## config.mk

```make
export PLATFORM = sky130hd
export DESIGN_NAME = cdt_timer
export DESIGN_NICKNAME = d
export VERILOG_FILES = /design/src/rtl/cdt_pkg.sv /design/src/rtl/cdt_prescale.sv /design/src/rtl/cdt_regs.sv /design/src/rtl/cdt_core.sv /design/src/rtl/cdt_timer.sv
export SDC_FILE = /design/constraint.sdc
export NUM_CORES = 1
export LEC_CHECK = 0
export BUFFER_PORTS_ARGS = -buffer_cell sky130_fd_sc_hd__buf_2
export CAP_MARGIN = 20
export CORE_UTILIZATION = 45
export CTS_BUF_LIST = sky130_fd_sc_hd__clkbuf_4 sky130_fd_sc_hd__clkbuf_8
export DETAILED_ROUTE_END_ITERATION = 10
export MAX_ROUTING_LAYER = met4
export PLACE_DENSITY = 0.65
export SLEW_MARGIN = 20
export SYNTH_ARGS = -nofsm -noshare
export SYNTH_HDL_FRONTEND = slang
export SYNTH_SLANG_ARGS = --single-unit
```

## constraint.sdc

```tcl
create_clock -name clk -period 5.45 [get_ports clk]
set_input_delay 0.545 -clock clk [delete_from_list [all_inputs] [get_ports clk]]
set_output_delay 0.545 -clock clk [all_outputs]
set_load 0.01 [all_outputs]
```

## src/rtl/cdt_pkg.sv

```systemverilog
`timescale 1ns/1ps
package cdt_pkg;
    localparam int DATA_W = 32;
    localparam int AW     = 2;

    localparam logic [AW-1:0] ADR_DIV   = 2'd0;
    localparam logic [AW-1:0] ADR_INIT  = 2'd1;
    localparam logic [AW-1:0] ADR_ENTRY = 2'd2;
    localparam logic [AW-1:0] ADR_CUR   = 2'd3;

    localparam int REPEAT_BIT = 17;
    localparam int MASK_BIT   = 16;

    typedef struct packed {
        logic       repeat_en;
        logic       masked;
        logic [7:0] vector;
    } entry_t;

    localparam entry_t ENTRY_RESET = '{repeat_en: 1'b0, masked: 1'b1, vector: 8'h00};

    // Scattered divider code to prescaler shift
    function automatic logic [2:0] shift_of(input logic [3:0] div);
        logic [2:0] v;
        v = {div[3], div[1], div[0]};
        return v + 3'd1;
    endfunction

    function automatic entry_t entry_from_word(input logic [DATA_W-1:0] w);
        entry_t e;
        e.repeat_en = w[REPEAT_BIT];
        e.masked    = w[MASK_BIT];
        e.vector    = w[7:0];
        return e;
    endfunction

    function automatic logic [DATA_W-1:0] entry_to_word(input entry_t e);
        logic [DATA_W-1:0] w;
        w = '0;
        w[REPEAT_BIT] = e.repeat_en;
        w[MASK_BIT]   = e.masked;
        w[7:0]        = e.vector;
        return w;
    endfunction
endpackage

```

## src/rtl/cdt_prescale.sv

```systemverilog
`timescale 1ns/1ps
module cdt_prescale #(
    parameter int PRE_W = 8,
    parameter int SH_W  = 3
) (
    input  logic            clk,
    input  logic            rst,
    input  logic            tick,
    input  logic            restart,
    input  logic [SH_W-1:0] shift,
    output logic            step
);
    logic [PRE_W-1:0] pre_cnt;
    logic [PRE_W-1:0] sel_mask;

    assign sel_mask = (PRE_W'(1) << shift) - PRE_W'(1);
    assign step     = tick && !restart && ((pre_cnt & sel_mask) == sel_mask);

    always_ff @(posedge clk) begin
        if (rst || restart) begin
            pre_cnt <= '0;
        end else if (tick) begin
            pre_cnt <= pre_cnt + PRE_W'(1);
        end
    end
endmodule

```

## src/rtl/cdt_regs.sv

```systemverilog
`timescale 1ns/1ps
module cdt_regs
    import cdt_pkg::*;
#(
    parameter int CNT_W = 32
) (
    input  logic              clk,
    input  logic              rst,
    input  logic              wr,
    input  logic [AW-1:0]     waddr,
    input  logic [DATA_W-1:0] wdata,
    input  logic [AW-1:0]     raddr,
    input  logic [CNT_W-1:0]  cur,
    output logic [DATA_W-1:0] rdata,
    output logic [3:0]        div_q,
    output logic [CNT_W-1:0]  init_q,
    output entry_t            entry_q,
    output logic              load,
    output logic              entry_wr
);
    assign load     = wr && (waddr == ADR_INIT);
    assign entry_wr = wr && (waddr == ADR_ENTRY);

    always_ff @(posedge clk) begin
        if (rst) begin
            div_q   <= '0;
            init_q  <= '0;
            entry_q <= ENTRY_RESET;
        end else if (wr) begin
            case (waddr)
                ADR_DIV:   div_q   <= wdata[3:0] & 4'hB;
                ADR_INIT:  init_q  <= wdata[CNT_W-1:0];
                ADR_ENTRY: entry_q <= entry_from_word(wdata);
                default:   ;
            endcase
        end
    end

    always_comb begin
        case (raddr)
            ADR_DIV:   rdata = DATA_W'(div_q);
            ADR_INIT:  rdata = DATA_W'(init_q);
            ADR_ENTRY: rdata = entry_to_word(entry_q);
            default:   rdata = DATA_W'(cur);
        endcase
    end
endmodule

```

## src/rtl/cdt_core.sv

```systemverilog
`timescale 1ns/1ps
module cdt_core
    import cdt_pkg::*;
#(
    parameter int CNT_W = 32
) (
    input  logic             clk,
    input  logic             rst,
    input  logic             step,
    input  logic             load,
    input  logic [CNT_W-1:0] load_val,
    input  logic [CNT_W-1:0] init_val,
    input  logic             entry_wr,
    input  entry_t           entry,
    output logic [CNT_W-1:0] cur,
    output logic             irq_valid,
    output logic [7:0]       irq_vector
);
    logic armed;
    logic at_zero;
    logic expire;

    assign at_zero = (cur == '0);
    assign expire  = step && at_zero &&
                     (entry.repeat_en ? (init_val != '0) : armed);

    always_ff @(posedge clk) begin
        if (rst) begin
            cur        <= '0;
            armed      <= 1'b0;
            irq_valid  <= 1'b0;
            irq_vector <= '0;
        end else begin
            irq_valid <= expire && !entry.masked;
            if (expire) begin
                irq_vector <= entry.vector;
            end
            if (load) begin
                cur   <= load_val;
                armed <= (load_val != '0);
            end else begin
                if (step) begin
                    if (!at_zero) begin
                        cur <= cur - CNT_W'(1);
                    end else if (expire && entry.repeat_en) begin
                        cur <= init_val;
                    end
                end
                if (entry_wr) begin
                    armed <= !at_zero;
                end else if (expire && !entry.repeat_en) begin
                    armed <= 1'b0;
                end
            end
        end
    end
endmodule

```

## src/rtl/cdt_timer.sv

```systemverilog
`timescale 1ns/1ps
module cdt_timer
    import cdt_pkg::*;
#(
    parameter int CNT_W = 32,
    parameter int PRE_W = 8
) (
    input  logic              clk,
    input  logic              rst,
    input  logic              tick,
    input  logic              reg_wr,
    input  logic [AW-1:0]     reg_waddr,
    input  logic [DATA_W-1:0] reg_wdata,
    input  logic [AW-1:0]     reg_raddr,
    output logic [DATA_W-1:0] reg_rdata,
    output logic              irq_valid,
    output logic [7:0]        irq_vector
);
    localparam int SH_W = 3;

    logic [3:0]       div_q;
    logic [CNT_W-1:0] init_q;
    entry_t           entry_q;
    logic             load;
    logic             entry_wr;
    logic             step;
    logic [CNT_W-1:0] cur_count;
    logic             entry_masked;
    logic             entry_repeat;

    assign entry_masked = entry_q.masked;
    assign entry_repeat = entry_q.repeat_en;

    cdt_regs #(.CNT_W(CNT_W)) u_regs (
        .clk(clk), .rst(rst), .wr(reg_wr), .waddr(reg_waddr), .wdata(reg_wdata),
        .raddr(reg_raddr), .cur(cur_count), .rdata(reg_rdata), .div_q(div_q),
        .init_q(init_q), .entry_q(entry_q), .load(load), .entry_wr(entry_wr)
    );

    cdt_prescale #(.PRE_W(PRE_W), .SH_W(SH_W)) u_pre (
        .clk(clk), .rst(rst), .tick(tick), .restart(load),
        .shift(shift_of(div_q)), .step(step)
    );

    cdt_core #(.CNT_W(CNT_W)) u_core (
        .clk(clk), .rst(rst), .step(step), .load(load),
        .load_val(reg_wdata[CNT_W-1:0]), .init_val(init_q),
        .entry_wr(entry_wr), .entry(entry_q), .cur(cur_count),
        .irq_valid(irq_valid), .irq_vector(irq_vector)
    );
endmodule

```

==> results of run 1 <==
-- metal layers --
| layer | vias to the layer above | track usage |
|---|---|---|
| li1 | 2578 | - |
| met2 | 168 | 0.452 |
| met3 | 28 | 0.0358 |
| met5 | - | - |
| met4 | 0 | 0.115 |
| met1 | 2563 | 0.336 |
-- path summary, 6_finish.rpt --
path	cells past startpoint	to	from
setup / recovery	12	u_core.cur[31]	u_regs.div_q[1]
hold / removal	3	u_core.cur[18]	reg_wdata[18]
setup reg to reg	12	u_core.cur[31]	u_regs.div_q[1]
hold reg to reg	2	u_core.irq_vector[3]	u_core.irq_vector[3]
-- area by class of cell --
type,instances,area share
repair buffers,89,0.0729
flip-flops and latches,95,0.296
inverters,20,0.0117
multi-input cells,538,0.553
well taps,168,0.0327
clock inverters,3,0.00624
clock buffers,13,0.0269
-- logic make-up (layout without fill, tap and decap cells) --
| group | after synthesis | in the layout | synth area share |
|---|---|---|---|
| AO/OA/AOI/OAI | 135 | 135 | 0.173 |
| XOR/XNOR | 36 | 36 | 0.0549 |
| adder cells (fa/ha/maj) | 6 | 6 | 0.0131 |
| buffers and inverters | 73 | 125 | 0.0542 |
| flip-flops | 95 | 95 | 0.331 |
| multiplexers | 61 | 61 | 0.114 |
| AND/OR/NAND/NOR | 300 | 300 | 0.259 |
-- worst max-delay path: cells and delay by family, from the launching register on --
kind | cells | cell delay (ps)
simple gates | 6 | 2420
fa+ha+maj | 2 | 680
flops | 1 | 420
compound gates | 2 | 320
buf+inv | 2 | 430
-- cell usage after synthesis, drive strengths merged, types with 8 or more instances --
master,count
o221ai,16
xor2,15
buf,13
or4,8
nor3,14
clkbuf,40
nand2,126
nand2b,24
a21oi,60
mux2i,52
nor2,40
xnor2,21
inv,20
nor4,30
dfxtp,95
nor2b,24
o211ai,34
-- state kept, by name, indices dropped and copies added (netlist names) --
signal and count:
u_regs.entry_q 10, u_core.armed 1, u_regs.init_q 32, u_core.irq_valid 1, u_pre.pre_cnt 8, u_regs.div_q 3, u_core.irq_vector 8, u_core.cur 32
-- power groups by stage --
stage               clock network, mW  logic, mW  registers, mW
floorplan                           0      0.425          0.763
global placement                    0      0.532          0.776
detailed placement                  0      0.545          0.777
CTS                             0.519      0.548          0.760
global route                    0.553      0.605          0.767
finish                          0.516      0.552          0.761
-- stage by stage --
step	instance area, sq um	util
floorplan	5740	-
global placement	6210	0.508
detailed placement	6210	0.508
CTS	6420	0.526
global route	6420	0.526
finish	6420	0.526
==> impl_metrics.tcl, run 1 <==
set metrics [dict create \
    worstPathCellList "nand2_1, inv_1, ha_1, nand2b_1, nand2b_1, ha_1, o221ai_2, or4_1, or4_4, or4_1, buf_4, o221ai_1" \
    crit_type "reg -> reg" \
    grt_antenna_before_repair 0 \
    max-slew-margin-rel 0.347 \
    postCtsSetupBuffers 0 \
    start_util 0.470 \
    period_needed_ps 4370 \
    cts_root_buf "clkbuf_8" \
    die_h_um 115 \
    fp-row-count 40 \
    holdWs_ps 393 \
    slew_viol_final 0 \
    ys_ff_latch 95 \
    sequentialPowerShare 0.416 \
    drc_errors 0 \
    cp_slowest_cell "or4_1" \
    antenna-diode-count 0 \
    syn_inst 706 \
    drt_iter0_drc 331 \
    drive_above_1_share 0.193 \
    nFillCells 1209 \
    period_share 0.801 \
    clkTransAtPathRegs_ps 100 \
    yosysWarnings 0 \
    track_usage 0.274 \
    setup_slack_ps 1080 \
    core_sq_um 12200 \
    area.growth.synth_to_final_pct 11.7 \
    cts_hold_buffers 0 \
    clock_latency_ps 390 \
    pwr-share-comb 0.302 \
    dieWidth_um 115 \
    wl_met2_um 8080 \
    tightest_slew_ps 980 \
    multi_input_area_sq_um 3550 \
    ant_nets 0 \
    synth.avg_cell_area_sq_um 8.14 \
    pwr_density_cell_nw_per_um2 285 \
    place_congestion 0.925 \
    power_mw 1.83 \
    grt_max_degree 47 \
    crit_required_ps 5760 \
    cts_inserted_buffers 9 \
    synth_nets 752 \
    via_per_inst 5.76 \
    grt-ovfl-total 0 \
    clock_sinks 95 \
    switching_power_uw 634 \
    hp-class "in -> reg" \
    wl_met1_um 7490 \
    max_stage_delay_ps 830 \
    final_net_count 799 \
    cts_tree "yes" \
    synthArstFlopShare 0 \
    synth_area_leader_cell "dfxtp_1" \
    wl_met3_um 847 \
    grt_setup_unrepaired "no" \
    synth_top_area_frac 0.331 \
    ys.flop_type "dfxtp_1" \
    grt_pass1_vias 5190 \
    cts_resized 0 \
    yosysUniqueCellTypes 54 \
    p_sw_frac 0.346 \
    p_int_mw 1.20 \
    skew_ps 9.61 \
    avgRoutedWirePerCell_um 18.1 \
    status "complete, no violations" \
    vdd_drop_max_mv 0.105 \
    die_area_sq_um 13200 \
    dp_hpwl_um 11500 \
    seq_area_sq_um 1900 \
    setup_viol_count_final 0 \
    place_ws_ps 1170 \
    highest_layer "met4" \
    final_hold_viol_count 0 \
    final_common_cell "nand2_1" \
    fmax_mhz 229 \
    clockBufferDepth 2 \
    layout_common_cells "nand2_1 (126), dfxtp_1 (95), buf_2 (80), a21oi_1 (60), mux2i_1 (52)" \
    port_buffers 80 \
    cp_max_fo 23 \
    worstSetupStartpointType "register" \
    vias 5337 \
    reg2reg_slack_ps 1080 \
    dp.cells 910 \
    yosysSeqAreaShare 0.331 \
    cap_violations 0 \
    setup-tns-final_ps 0 \
    h-tree-depth 3 \
    wl_um 16800 \
    ys_top_cells_by_area "dfxtp_1 (33%), mux2i_1 (9.1%), nand2_1 (8.2%)" \
    cp.arrival_ps 4670 \
    synth_area_sq_um 5740 \
    dr.pass1.iters 4 \
    pwr-share-clk 0.282 \
    leakagePower_nw 2.51 \
    grt_pass1_wl_um 27100 \
    cp-end-kind "register" \
    synth_edf_count 0 \
    ios 81 \
    fin_cells 926 \
]
Note: power is estimated with default switching activity, not from simulation.
==> run 2, diff against run 1 <==
clock period = 4.15 ns   (was 5.45 ns; I/O delays follow)
==> impl_metrics.tcl, run 2 (synthesis results as in run 1) <==
set metrics [dict create \
    clock_sinks 95 \
    worstSetupStartpointType "register" \
    postCtsSetupBuffers 0 \
    dp_hpwl_um 12100 \
    drive_above_1_share 0.200 \
    clock_latency_ps 380 \
    grt-ovfl-total 0 \
    top_regs "u_core.cur (32), u_regs.init_q (32), u_regs.entry_q (10)" \
    skew_ps 13.6 \
    max-slew-margin-rel 0.503 \
    area.growth.synth_to_final_pct 11.9 \
    cap_violations 0 \
    cts_inserted_buffers 9 \
    avgRoutedWirePerCell_um 18.3 \
    port_buffers 80 \
    cp_max_fo 19 \
    wl_met2_um 8230 \
    nFillCells 1195 \
    post-route-util 0.526 \
    critPathTopFamily "simple AND/OR/NAND/NOR gates" \
    fp-row-count 40 \
    max_stage_delay_ps 540 \
    setup_viol_count_final 0 \
    pwr_density_cell_nw_per_um2 357 \
    cts_root_buf "clkbuf_8" \
    clkTransAtPathRegs_ps 90 \
    vias 5403 \
    wl_met3_um 728 \
    drt_iter0_drc 384 \
    dr.pass1.iters 4 \
    cts_hold_buffers 0 \
    ios 81 \
    track_usage 0.280 \
    vdd_drop_max_mv 0.148 \
    antenna-diode-count 0 \
    core_sq_um 12200 \
    layout_common_cells "nand2_1 (126), dfxtp_1 (95), buf_2 (80), a21oi_1 (60), mux2i_1 (52)" \
    cts_resized 0 \
    crit_buf_inv 2 \
    final_net_count 806 \
    final_hold_viol_count 0 \
    h-tree-depth 3 \
    highest_layer "met4" \
    setup-tns-final_ps 0 \
    grt_pass1_vias 5193 \
    final_common_cell "nand2_1" \
    worstPathCellList "nand2_1, inv_1, ha_1, nand2b_1, nand2b_1, ha_1, o221ai_2, or4_1, or4_4, or4_1, buf_4, o221ai_1" \
    hp-class "in -> reg" \
    crit_type "reg -> reg" \
    place_congestion 0.866 \
    tightest_slew_ps 745 \
    via_per_inst 5.79 \
    setup_slack_ps 457 \
    status "complete, no violations" \
    cp.arrival_ps 3990 \
    wl_met1_um 7800 \
    die_area_sq_um 13200 \
    slew_viol_final 0 \
    die_h_um 115 \
    leakagePower_nw 2.52 \
    cp_slowest_cell "or4_1" \
    grt_antenna_before_repair 0 \
    grt_max_degree 64 \
    fmax_mhz 271 \
    grt_pass1_wl_um 27400 \
    start_util 0.470 \
    place_ws_ps 516 \
    cp-end-kind "register" \
    crit_required_ps 4440 \
    period_share 0.890 \
    clockBufferDepth 2 \
    grt_setup_unrepaired "no" \
    wl_um 17100 \
    period_needed_ps 3690 \
    drc_errors 0 \
    cts_tree "yes" \
    dieWidth_um 115 \
    ant_nets 0 \
]
-- run 2: cell types whose count changed in the layout (fill, tap and decap cells not counted), sizes merged --
cell | before | now
buf | 89 | 96
clkinv | 2 | 6
clkbuf | 13 | 10
bufinv | 1 | 0
-- run 2: routing by layer --
| metal | vias up | GRT usage |
|---|---|---|
| met2 | 152 | 0.448 |
| met1 | 2621 | 0.364 |
| met5 | - | - |
| met4 | 0 | 0.102 |
| li1 | 2599 | - |
| met3 | 31 | 0.0300 |
-- run 2: path summary, 6_finish.rpt --
path	slack, ps	start	end	cells past startpoint
worst max-delay path	460	u_regs.div_q[0]	u_core.cur[31]	12
worst min register to register	480	u_core.irq_vector[4]	u_core.irq_vector[4]	2
worst min-delay path	280	reg_wdata[25]	u_core.cur[25]	3
worst max register to register	460	u_regs.div_q[0]	u_core.cur[31]	12
-- run 2: where the power goes --
group | switching [mW] | internal, mW
clock network | 0.341 | 0.223
logic | 0.439 | 0.294
registers | 0.0512 | 0.950
total | 0.830 | 1.47
-- run 2: layout make-up --
cell class              instances  area (sq um)  share of cell area
clock buffers                  10           131              0.0204
clock inverters                 6          37.5             0.00584
inverters                      20          75.1              0.0117
multi-input cells             538          3550               0.552
flip-flops and latches         95          1900               0.296
well taps                     168           210              0.0327
repair buffers                 96           520              0.0810
-- run 2: through the flow --
step	std cells	cell area, sq um	hold slack (ps)	power (mW)
global placement	917	6260	454	1.73
finish	933	6430	284	2.30
CTS	933	6430	272	2.30
detailed placement	917	6260	464	1.75
floorplan	706	5740	431	1.56
global route	933	6430	286	2.43
-- run 2: tightest hold or removal path, cell delays in order --
cell and delay (ps):
buf_2 100, nand2_1 60, o221ai_2 50
==> run 3, diff against run 2 <==
GPL_TIMING_DRIVEN = 0   (was default)
==> impl_metrics.tcl, run 3 (synthesis results as in run 1) <==
set metrics [dict create \
    antenna-diode-count 0 \
    fin_cells 968 \
    dieWidth_um 115 \
    die_area_sq_um 13200 \
    grt_max_degree 16 \
    seq_area_sq_um 1900 \
    clockBufferDepth 2 \
    fmax_mhz 259 \
    cts_hold_buffers 0 \
    cap_violations 0 \
    final_net_count 841 \
    crit_required_ps 4440 \
    grt_setup_unrepaired "no" \
    track_usage 0.294 \
    clock_latency_ps 400 \
    slew_viol_final 0 \
    nFillCells 1226 \
    max-slew-margin-rel 0.365 \
    port_buffers 78 \
    fp-row-count 40 \
    core_sq_um 12200 \
    avgRoutedWirePerCell_um 18.9 \
    crit_type "reg -> reg" \
    r2r_start "u_regs.div_q[1]" \
    status "complete, no violations" \
    power_mw 2.48 \
    holdPathStages 3 \
    cts_inserted_buffers 9 \
    multi_input_area_sq_um 3530 \
    cts_root_buf "clkbuf_8" \
    crit_start "u_regs.div_q[1]" \
    tightest_slew_ps 953 \
    postCtsSetupBuffers 0 \
    r2r_end "u_core.cur[19]" \
    min_delay_worst_endpoint "u_core.cur[18]" \
    setup-tns-final_ps 0 \
    drive_above_1_share 0.179 \
    skew_ps 16.3 \
    pwr_density_cell_nw_per_um2 378 \
    cts_tree "yes" \
    reg2reg_slack_ps 280 \
    worstHoldStart "reg_wdata[18]" \
    leakagePower_nw 2.56 \
    h-tree-depth 3 \
    cp.arrival_ps 4160 \
    drt_iter0_drc 447 \
    worstSetupStartpointType "register" \
    top_regs "u_core.cur (32), u_regs.init_q (32), u_regs.entry_q (10)" \
    cp-end-kind "register" \
    start_util 0.470 \
    cp_max_fo 10 \
    area.growth.synth_to_final_pct 14.4 \
    holdWs_ps 256 \
    period_needed_ps 3870 \
    cts_resized 0 \
    grt_antenna_before_repair 0 \
    vdd_drop_max_mv 0.166 \
    hp-class "in -> reg" \
    via_per_inst 5.90 \
    grt-ovfl-total 0 \
    grt_pass1_wl_um 28700 \
    die_h_um 115 \
    post-route-util 0.538 \
    rr_worst_depth 14 \
    final_common_cell "nand2_1" \
    layout_common_cells "nand2_1 (126), dfxtp_1 (95), buf_2 (84), a21oi_1 (60), mux2i_1 (52)" \
    final_hold_viol_count 0 \
    dp.cells 952 \
    period_share 0.932 \
    dp_hpwl_um 13300 \
    clock_sinks 95 \
    place_congestion 0.916 \
    setup_viol_count_final 0 \
    ios 81 \
    drc_errors 0 \
    dr.pass1.iters 5 \
    vias 5708 \
    clkTransAtPathRegs_ps 100 \
    grt_pass1_vias 5416 \
    wl_um 18300 \
    ant_nets 0 \
]
run 3: worst max path at each step:
stage / end / slack [ps] / cells after the start
after floorplan: u_core.cur[10] / 690 / 14
after CTS: u_core.cur[31] / 120 / 13
after detailed placement: u_core.cur[31] / 140 / 13
after global placement: u_core.cur[31] / 180 / 13
after global routing: u_core.cur[19] / 50 / 14
final: u_core.cur[19] / 280 / 14
run 3: per-stage QoR:
step	setup slack (ps)	instance area, sq um
floorplan	690	5740
global placement	180	6340
detailed placement	138	6340
CTS	119	6570
global route	48.7	6570
finish	283	6570
run 3: routing by layer:
metal  vias to the layer above  wire (um)  global-route usage
li1                       2668          -                   -
met1                      2732       7670               0.365
met2                       262       8640               0.476
met3                        46       1370              0.0411
met4                         0        597               0.133
met5                         -          0                   -
run 3: final cells by class:
cell class                 instances  area share
multi-input combinational        538       0.537
sequential                        95       0.289
clock buffer                      11      0.0221
inverter                          20      0.0114
clock inverter                     5      0.0124
timing repair buffer              78      0.0594
buffer                            53      0.0360
tap                              168      0.0320
run 3: power breakdown:
part           switching (mW)  internal [mW]
registers              0.0480          0.950
logic                   0.466          0.297
clock network           0.358          0.363
run 3: critical path, stage by stage, from the launching register on:
cell and delay (ps):
dfxtp_1 320, buf_2 180, nand2_1 120, inv_1 60, ha_1 400, nand2b_1 140, nand2b_1 160, ha_1 290
o221ai_2 80, or4_1 510, or4_4 460, clkbuf_1 290, clkbuf_1 340, o211ai_1 300, o211ai_2 100
